### src/rtl/pwacc_unit.sv
module pwacc_unit #(
  parameter int VW = 128
) (
  input  logic            clk,
  input  logic            rst_n,
  input  logic            in_valid,
  input  logic            feat_en,
  input  logic [2:0]      opc,
  input  logic [1:0]      size_code,
  input  logic [VW-1:0]   acc_in,
  input  logic [VW-1:0]   src_in,
  input  logic [VW/8-1:0] pred_in,
  output logic            out_valid,
  output logic            out_illegal,
  output logic [VW-1:0]   res_out
);
  localparam int NSZ = 3;

  logic              sgn, bad;
  logic [NSZ-1:0][VW-1:0] per_sz;
  logic [VW-1:0]     nxt;

  assign sgn = ~opc[0];
  assign bad = !feat_en || (size_code == 2'd0) || (opc[2:1] != 2'b10);

  for (genvar k = 0; k < NSZ; k++) begin : g_sz
    localparam int W = 16 << k;
    localparam int H = W / 2;
    for (genvar i = 0; i < VW / W; i++) begin : g_ln
      logic [H-1:0] lo, hi;
      logic [W-1:0] a, r;
      assign lo = src_in[i*W +: H];
      assign hi = src_in[i*W+H +: H];
      assign a  = acc_in[i*W +: W];
      assign r  = a + {{H{sgn & lo[H-1]}}, lo} + {{H{sgn & hi[H-1]}}, hi};
      assign per_sz[k][i*W +: W] = pred_in[i*W/8] ? r : a;
    end
  end

  always_comb begin
    case (size_code)
      2'd1:    nxt = per_sz[0];
      2'd2:    nxt = per_sz[1];
      2'd3:    nxt = per_sz[2];
      default: nxt = acc_in;
    endcase
    if (bad) nxt = acc_in;
  end

  always_ff @(posedge clk) begin
    if (!rst_n) begin
      out_valid   <= 1'b0;
      out_illegal <= 1'b0;
      res_out     <= '0;
    end else begin
      out_valid   <= in_valid;
      out_illegal <= in_valid & bad;
      if (in_valid) res_out <= nxt;
    end
  end
endmodule

### config.mk
export PLATFORM = sky130hd
export DESIGN_NAME = pwacc_unit
export DESIGN_NICKNAME = d
export VERILOG_FILES = /design/src/rtl/pwacc_unit.sv
export SDC_FILE = /design/constraint.sdc
export NUM_CORES = 2
export LEC_CHECK = 0
export ABC_AREA = 1
export BUFFER_PORTS_ARGS = -buffer_cell sky130_fd_sc_hd__buf_2
export CAP_MARGIN = 20
export CORE_ASPECT_RATIO = 1.5
export CORE_UTILIZATION = 35
export DETAILED_ROUTE_END_ITERATION = 6
export PLACE_DENSITY = 0.54
export SYNTH_ARGS = -nofsm -noshare
export SYNTH_HDL_FRONTEND = slang
export SYNTH_SLANG_ARGS = --single-unit
### constraint.sdc
create_clock -name clk -period 4.5 [get_ports clk]
set_input_delay 0.45 -clock clk [delete_from_list [all_inputs] [get_ports clk]]
set_output_delay 0.45 -clock clk [all_outputs]
set_load 0.005 [all_outputs]
### Yosys cells after proc, flatten, opt, wreduce, memory -nomap -nowiden

Cells that the tools add are included.

| cells by class | value |
|---|---|
| reductions and logical operators | 4 |
| mux-type cells | 16 |
| bitwise logic cells | 18 |
| add/sub/neg operators | 28 |
| eq/ne operators | 4 |

Operator list:

| operator | number |
|---|---|
| case mux 128 bit (3 select lines) | 1 |
| adder 16 bit | 16 |
| adder 32 bit | 8 |
| adder 64 bit | 4 |
| 2-to-1 mux 128 bit | 1 |
| 2-to-1 mux 16 bit | 8 |
| 2-to-1 mux 32 bit | 4 |
| 2-to-1 mux 64 bit | 2 |
| bitwise AND 1 bit | 17 |
| == test 2 bit (second input constant) | 2 |
| == test 2 x 1 -> 1 bit (second input constant) | 1 |
| zero test 2 bit | 1 |
| logical OR 1 bit | 2 |
| != test 2 bit (second input constant) | 1 |
| zero test 1 bit | 1 |
| NOT 1 bit | 1 |

| storage, ports and cells | value |
|---|---|
| flip-flop bits (word level) | 130 |
| bits of input ports | 281 |
| output and inout bits | 130 |

### Logic depth before layout (Yosys ltp)

| logic depth | value |
|---|---|
| depth after elaboration | 7 |
| mapped depth | 24 |

### Least setup slack after synthesis

Ideal clock, no wire load.

| timing | value |
|---|---|
| path type | input to register |
| from | in opc[0] |
| to | reg res_out[20] |
| path slack | 0.391 ns |
| library setup time | 0.132 ns |
| required time | 4.368 ns |
| buffers on the path | 1 |
| stages | 19 |
| arrival | 3.976 ns |
| path through | inv_2 -> buf_2 -> nand2_1 -> inv_1 -> fa_1 -> ha_1 -> nand2_1 -> nor2_1 -> inv_1 -> nor2_1 -> nand4_1 -> nand3_1 -> nand2_1 -> nand2_1 -> nand2_1 -> nand3_1 -> nand2_1 -> o21ai_0 -> a21oi_1 |

| on the way | value |
|---|---|
| cells in the longest elaborated chain, start to end | 7 |
| elaborated cells on any way between the ends | 8 |
| those cells by class | add/sub (2); mux (3); bitwise (3) |

RTL lines:

| element | line | source |
|---|---|---|
| start, declared | 8 | `input logic [2:0] opc,` |
| NOT 1 bit * | 23 | `assign sgn = ~opc[0];` |
| bitwise AND 1 bit | 35 | `assign r = a + {{H{sgn & lo[H-1]}}, lo} + {{H{sgn & hi[H-1]}}, hi};` |
| adder 32 bit | 35 |  |
| adder 32 bit * | 35 |  |
| 2-to-1 mux 32 bit * | 36 | `assign per_sz[k][i*W +: W] = pred_in[i*W/8] ? r : a;` |
| case mux 128 bit (3 select lines) * | 41 | `case (size_code)` |
| 2-to-1 mux 128 bit * | 47 | `if (bad) nxt = acc_in;` |
| end signal, assigned | 58 | `if (in_valid) res_out <= nxt;` |
| end, declared | 15 | `output logic [VW-1:0] res_out` |

Every way passes the cells marked *; elsewhere a longest branch is shown, timed or not.
A chain may end at the register's enable or synchronous reset.

### Final worst setup path

Ends and elaborated chain as after synthesis.

==> reports/qor.csv <==
metric,value,unit
status,"complete, but fails checks",
violated checks,DRC,
Max Cap Viol,0,
number of I/O pins,411,
most frequent cells in the layout,"nand2_1 (1894), inv_1 (904), a21oi_1 (756)",
# DRC,3,
Final period util,82.41,%
vias in the first global route,46430,
share of cells above drive strength 1,8.632,%
first-pass GRT wire length,308400,um
TNS Setup,0,ns
CTS tree,yes,
Comb pwr share,75.5,%
CP startpoint,opc[0],
Clock Pin Slew Worst Setup and Hold Paths,0.09,ns
Sw Pwr,7.009,mW
initial core utilization,35.41,%
Root Buffer,clkbuf_16,
Clk pwr share,14.0,%
RSZ-0062 raised after global routing,no,
Slew Limit Fails,0,
critical path class,in2reg,
Synth Flop Type,dfxtp_1,
PD cells,264.1,nW/um2
# clock sinks,130,
Yosys reg bits,130,
Slew HR,34.38,%
Core Area,114900,um2
net count after synthesis,7771,
Syn-to-layout area delta,12.27,%
post-DP HPWL,184200,um
critical path endpoint category,flip-flop,
Overflow after GRT,0,
# H-tree levels,4,
Hold Crit Start,in_valid,
Peak VDD IR,0.2901,mV
Pleak,23.23,nW
Worst Max-Slew Pin Slew,0.9843,ns
Startpoint Class,primary input,
CP arrival,4.09,ns
Pre-antenna DRT Iters,7,
# hold bufs at CTS,0,
CTS resizes,0,
number of synthesized flops with an enable pin,0,
nets,8168,
total CTS buffers,17,
die height,419.5,um
skew final,0,ns
Final Critical Period,3.708,ns
DP Area,45040,um2
setup bufs post-CTS,0,
Critical Path Fanout Max,6,
Via density,5.526,
worst r2r path cells,2,
Int Power,5.052,mW
yosys warns,0,
Die Span X,280.4,um
gpl congestion,1.054,
Clock Path Buffers,2,
ANT nets after route,0,
Post-Syn Instances,6750,
Hold Crit Class,in2reg,
initial antenna violation count,8,
"Hold Vio Cnt, Final",0,
Iter 0 DRT Violations,3665,
Post-Syn Area per Cell,6.027,um2
Sw Share,58.11,%
Die ar.,117600,um2
Worst Path Required,4.88,ns
Max Freq,269.7,MHz
detailed-route via count,48110,
Port Buffers,402,
clk_lat worst skew,0.54,ns
part of the power in registers,10.6,%
largest net degree at the start of global routing,75,
Total Routed Length,218100,um
RR Startpoint,res_out[103],
"Seq/Total Area, Yosys",6.397,%
"commonest non-fill, non-tap cell in the layout",nand2_1,
endpoints failing setup,0,
post-route cell area,45670,um2
std cell rows,152,
Post-Syn Area,40680,um2
Synth cell types,53,
wire per inst,25.05,um
Hold Crit Depth,2,
post-synthesis async set-or-reset flop share,0,%
total global-route track usage,36.46,%
==> per-layer routing <==
| layer | routed length [um] | global-route usage [%] | vias to the layer above |
|---|---|---|---|
| li1 | - | - | 22970 |
| met1 | 80780 | 40.06 | 22530 |
| met4 | 19760 | 29.09 | 0 |
| met2 | 104200 | 62.61 | 2004 |
| met5 | 0 | 0 | - |
| met3 | 13370 | 5.210 | 615 |
==> worst max-delay path: stages <==
cell,delay [ns]
buf_2,0.13
inv_2,0.15
buf_12,0.17
nand2_1,0.16
inv_1,0.37
fa_1,0.49
ha_1,0.40
nand2_1,0.11
nor2_1,0.27
inv_1,0.08
nor2_1,0.13
nand4_1,0.13
nand3_1,0.19
nand2_1,0.07
nand2_1,0.16
nand2_1,0.08
nand3_1,0.08
nand2_1,0.05
o21ai_0,0.30
a21oi_1,0.11
==> path summary, 6_finish.rpt <==
path,end,slack [ns]
hold reg to reg,res_out[35],0.46
setup reg to reg,res_out[103],3.72
hold / removal,res_out[103],0.25
setup / recovery,res_out[20],0.79
==> flip-flops by register name, indices dropped and copies added, names as in the netlist <==
| name | count |
|---|---|
| res_out | 128 |
| out_illegal | 1 |
| out_valid | 1 |
==> metrics by stage <==
stage / setup WS, ns / hold slack, ns / cells / total power [mW] / utilization [%]
after floorplan: 0.3913 / 0.4618 / 6750 / 7.032 / -
after global placement: 0.3090 / 0.4496 / 8668 / 10.18 / 39.21
after detailed placement: 0.2435 / 0.4528 / 8668 / 10.20 / 39.21
after CTS: 0.8426 / 0.2135 / 8699 / 11.95 / 39.74
after global routing: 0.5102 / 0.2286 / 8702 / 13.04 / 39.75
final: 0.7916 / 0.2452 / 8706 / 12.06 / 39.76
==> synthesized netlist by cell type (12+ instances only) <==
master       n  area share [%]
a21o_1      41            0.76
ha_1       425              13
a31oi_1     28            0.43
a21boi_0    16            0.30
dfxtp_1    130             6.4
clkbuf_1    85            0.78
fa_1       315              16
a31o_2      13            0.28
a21oi_1    756             9.3
nand4_1     67             1.0
o21ai_1     16            0.20
xor2_1      86             1.9
buf_1       20            0.18
or2_2       34            0.52
o21bai_1    93             1.7
a211oi_1    14            0.26
nand3_1    467             5.7
xnor2_1     33            0.71
nor3_1      73            0.90
nor4_1      12            0.18
inv_1      907             8.4
o21ai_0    390             4.8
nand2_1   1896              17
buf_2       20            0.25
o211ai_1    22            0.41
nor2_1     648             6.0
nand3b_1    34            0.63
==> cell families (layout without fill, tap and decap cells) <==
family / Yosys count / after routing / synth area share (%)
AND/OR/NAND/NOR: 3272 / 3272 / 33.23
AO/OA/AOI/OAI: 1441 / 1441 / 19.48
buffers and inverters: 1048 / 1457 / 9.756
adder cells (fa/ha/maj): 740 / 740 / 28.57
flip-flops: 130 / 130 / 6.397
XOR/XNOR: 119 / 119 / 2.562
other: 0 / 7 / 0
==> power groups by stage <==
stage | Sequential, mW | Clock [mW] | Combinational, mW
6_report | 1.27 | 1.68 | 9.10
4_1_cts | 1.28 | 1.72 | 8.96
3_5_place_dp | 1.30 | 0 | 8.90
3_3_place_gp | 1.30 | 0 | 8.88
5_1_grt | 1.28 | 1.75 | 10.0
2_1_floorplan | 1.30 | 0 | 5.73
==> area by class of cell <==
type                    count  area, um2
diodes                      7      17.52
clock inverters            13      187.7
inverters                 921       3467
multi-input cells        5572      34130
fillers                 13030      69200
clock buffers              18      429.2
repair buffers            505       2913
flip-flops and latches    130       2603
well taps                1540       1927
No activity file was read; power rests on OpenSTA's default activity.
